### src/rtl/tcc_channel.sv
module tcc_channel #(
  parameter int DW = 8,
  localparam int CW = 2 * DW
) (
  input  logic          clk,
  input  logic          rst_n,
  input  logic [CW-1:0] cnt,
  input  logic          cnt_ovf,
  input  logic          pin_in,
  output logic          pin_out,
  output logic          pin_oe,
  output logic          irq,
  input  logic [1:0]    addr,
  input  logic          rd,
  input  logic          wr,
  input  logic [DW-1:0] wdata,
  output logic [DW-1:0] rdata
);
  logic          flag, ie, msb, msa, tov, maxd;
  logic [1:0]    els;
  logic          arm, inh, frz, pin_q, pin_r, match_q;
  logic [CW-1:0] chan;
  logic [DW-1:0] lo_hold;

  wire ctl_wr = wr && addr == 2'd0;
  wire hi_wr  = wr && addr == 2'd1;
  wire lo_wr  = wr && addr == 2'd2;
  wire ctl_rd = rd && addr == 2'd0;
  wire hi_rd  = rd && addr == 2'd1;
  wire lo_rd  = rd && addr == 2'd2;

  wire rise   = pin_in & ~pin_q;
  wire fall   = ~pin_in & pin_q;
  wire cap_ev = !msa && ((els[0] && rise) || (els[1] && fall));
  wire match  = msa && !inh && cnt == chan;
  wire cmp_ev = match && !match_q;
  wire ev     = cap_ev || cmp_ev;
  wire drive  = msa && els != 2'b00;

  always_ff @(posedge clk or negedge rst_n) begin
    if (!rst_n) begin
      {flag, ie, msb, msa, els, tov, maxd} <= '0;
      arm     <= 1'b0;
      inh     <= 1'b0;
      frz     <= 1'b0;
      pin_q   <= 1'b0;
      pin_r   <= 1'b0;
      match_q <= 1'b0;
    end else begin
      pin_q   <= pin_in;
      match_q <= match;

      if (ctl_wr) {ie, msb, msa, els, tov, maxd} <= wdata[6:0];

      if (ev) flag <= 1'b1;
      else if (ctl_wr && arm && !wdata[7]) flag <= 1'b0;

      if (ev) arm <= 1'b0;
      else if (ctl_rd && flag) arm <= 1'b1;
      else if (ctl_wr) arm <= 1'b0;

      if (lo_wr) inh <= 1'b0;
      else if (hi_wr) inh <= 1'b1;

      if (hi_rd) frz <= 1'b1;
      else if (lo_rd) frz <= 1'b0;

      if (drive) begin
        if (cmp_ev) begin
          case (els)
            2'b01:   pin_r <= ~pin_r;
            2'b10:   pin_r <= 1'b0;
            default: pin_r <= 1'b1;
          endcase
        end else if (tov && cnt_ovf) begin
          pin_r <= ~pin_r;
        end
      end
    end
  end

  always_ff @(posedge clk) begin
    if (cap_ev) chan <= cnt;
    else begin
      if (hi_wr) chan[CW-1:DW] <= wdata;
      if (lo_wr) chan[DW-1:0]  <= wdata;
    end
    if (hi_rd) lo_hold <= chan[DW-1:0];
  end

  always_comb begin
    case (addr)
      2'd0:    rdata = {flag, ie, msb, msa, els, tov, maxd};
      2'd1:    rdata = chan[CW-1:DW];
      2'd2:    rdata = frz ? lo_hold : chan[DW-1:0];
      default: rdata = '0;
    endcase
  end

  assign pin_oe  = drive;
  assign pin_out = (drive && tov && maxd) ? 1'b1 : pin_r;
  assign irq     = flag & ie;
endmodule


### config.mk
export PLATFORM = sky130hd
export DESIGN_NAME = tcc_channel
export DESIGN_NICKNAME = d
export VERILOG_FILES = /design/src/rtl/tcc_channel.sv
export SDC_FILE = /design/constraint.sdc
export NUM_CORES = 1
export LEC_CHECK = 0
export ABC_CLOCK_PERIOD_IN_PS = 5900
export BUFFER_PORTS_ARGS = -buffer_cell sky130_fd_sc_hd__buf_4
export CORE_MARGIN = 4
export CORE_UTILIZATION = 58
export DETAILED_ROUTE_END_ITERATION = 10
export PLACE_DENSITY = 0.84
export SLEW_MARGIN = 10
export SYNTH_ARGS = -nofsm -noshare
export SYNTH_HDL_FRONTEND = slang
export SYNTH_SLANG_ARGS = --single-unit
### constraint.sdc
create_clock -name clk -period 5.9 [get_ports clk]
set_input_delay 1.77 -clock clk [delete_from_list [all_inputs] [get_ports clk]]
set_output_delay 1.77 -clock clk [all_outputs]
set_load 0.03 [all_outputs]
==> impl_metrics.toml <==
[yosys]
netlist_area_um2 = 1977
synth_async_sr_flop_share_pct = 36.84
ys_top_cells_by_area = "edfxtp_1, dfrtp_1, mux2_2"
yosys_warnings = 0
yosysTopAreaCellShare_pct = 36.46
synth_top_flop_cell = "edfxtp_1"
synth-edff-count = 24
synth_cells = 151
avgSynthCellArea_um2 = 13.09
ys_ff_latch = 38
synth_most_common_cell = "edfxtp_1"
synth.net_count = 183
yosys.area.top_type = "edfxtp_1"
ys_types = 35
yosysSeqAreaShare_pct = 54.18
yosys-top-cells-count = "edfxtp_1, mux2_2, mux2i_1, dfrtp_1, xor2_1"

[die]
rows = 20
core_um2 = 3153
ios = 43
start_util_pct = 62.70
chipHeight_um = 66.38
chipWidth_um = 66.38
die-area_um2 = 4406

[global_route]
grt_use_total_pct = 22.34
grt-ovfl-total = 0
grt_pass1_wl_mm = 7.272
grt_pass1_vias = 1461
grt_max_degree = 17
antenna_found_initial = 0

[cells_and_area]
regArea_um2 = 1071
layout-drive-gt1-share_pct = 39.49
area_delta_synth_final_pct = 20.82
diodes = 0
nets = 226
num-fill-cells = 221
multi_input_area_um2 = 860.8
fin_area_um2 = 2389
fin_util_pct = 75.75

[drt]
wire_per_inst_um = 19.06
drcViolationCount = 0
wl_mm = 4.556
vias = 1422
avgViaCountPerCell = 5.950
first_pass_iters = 4
drt-initial-drc-count = 86
drt.antenna.violating_nets = 0

[sta]
setup_tns_ns = 0
maxSlewViolCount = 0
max_slew_margin_pct = 29.75
setup_viol = 0
fin_crit_ns = 4.492
setup_slack_ns = 1.408
finalCritPeriodShare_pct = 76.14
rsz0062_at_grt = "no"
max_freq_mhz = 222.6
clock_skew_ns = 0.009639
hold_violations = 0
worst_pin_slew_ns = 1.054

[clocking]
cts_max_level = 2
postCtsSetupBuffers = 0
root_buffer = "clkbuf_4"
clkSinkCount = 38
clk_latency_ns = 0.33
cts_tree = "built"
clockBufferDepth = 2
cts_buffers = 5
path_clk_slew_ns = 0.10
hold_buffers = 0
cts_resized = 0

[place]
place_ws_ns = 1.451
dpl.hpwl_mm = 3.532
placed_area_um2 = 2328
portBuffers = 42
gp_congestion = 0.8104

[critical_path]
critPathKind = "in -> out"
r2r_cells = 4
reg2reg_slack_ns = 3.56
worstSetupStartpointType = "input pin"
critPathRequiredTime_ns = 4.13
r2r-end = "chan[15]$_DFFE_PP_"
path_max_fanout = 16
endpoint_kind = "output port"
crit_arrival_ns = 2.72
reg2reg_from = "pin_q$_DFF_PN0_"

[worst_hold_path]
hold_class = "reg -> reg"
whs_endpoint = "lo_hold[1]$_DFFE_PP_"
min_path_cells = 0
holdCritStartpoint = "chan[1]$_DFFE_PP_"

[power]
p_leak_uw = 0.001001
power_density_nw_per_um2 = 284.8
peakVddDrop_mv = 0.2105
total_power_uw = 680.3

[run_status]
outcome = "completed"

[run]
max_cap_viol_count = 0
-- flip-flops by register name, summed over array words and instances, names as in the netlist --
name     count
chan        16
lo_hold      8
els          2
arm          1
flag         1
frz          1
ie           1
inh          1
match_q      1
maxd         1
msa          1
msb          1
pin_q        1
pin_r        1
tov          1
-- logic make-up after synthesis --
group	Yosys count	share of synthesized area (%)
muxes	40	21.71
DFF	38	54.18
and+or+nand+nor	24	7.911
AOI/OAI and AO/OA	23	7.723
xor gates and xnor gates	14	6.203
buffers and inverters	12	2.279
-- through the flow --
stage,hold slack [ns],std cells
floorplan,0.4492,151
global placement,0.4611,231
detailed placement,0.4701,231
CTS,0.4944,239
global route,0.5171,239
finish,0.4890,239
-- placed cells by master (no fill, tap or decap), types with 2 or more instances in the layout --
master,n
o22ai_1,8
mux2_2,23
nand4_1,2
mux2i_1,17
inv_1,5
nand2b_1,4
nor2b_1,2
buf_4,43
nor2_1,3
nand3b_1,3
dfrtp_1,14
clkbuf_4,5
o21ai_0,2
xnor2_1,3
xor2_1,11
a21oi_1,4
edfxtp_1,24
a31o_2,2
-- routing by layer --
metal,wire length [um],track usage [%],up-vias
li1,-,-,654
met1,1876,30.06,705
met2,2273,36.93,58
met3,365,4.252,5
met4,40,5.838,0
met5,0,0,-
-- critical path, cell delays in order --
cell	delay, ns
buf_4	0.18
nand2b_1	0.31
o22ai_1	0.26
buf_4	0.19
-- worst max-delay path by stage --
stage / to / cells after the start / from / slack [ns]
after global routing: rdata[6] / 4 / addr[0] / 1.36
after detailed placement: rdata[6] / 4 / addr[0] / 1.45
final: rdata[0] / 4 / addr[0] / 1.41
after global placement: rdata[7] / 4 / addr[0] / 1.47
after CTS: rdata[0] / 4 / addr[0] / 1.43
after floorplan: rdata[0] / 4 / addr[0] / 1.12
-- layout make-up --
cell class / count / share of cell area (%)
Clock inverter: 1 / 0.2095
Clock buffer: 7 / 2.305
Tap cell: 44 / 2.305
Multi-Input combinational cell: 101 / 36.04
Sequential cell: 38 / 44.84
Inverter: 5 / 0.7858
Timing Repair Buffer: 43 / 13.51
-- where the power goes --
| part | internal [uW] | switching (uW) |
|---|---|---|
| registers | 320 | 31.0 |
| logic | 91.4 | 99.1 |
| clock network | 57.8 | 80.9 |
| total | 469 | 211 |
Power figures use the tool's default switching activity.
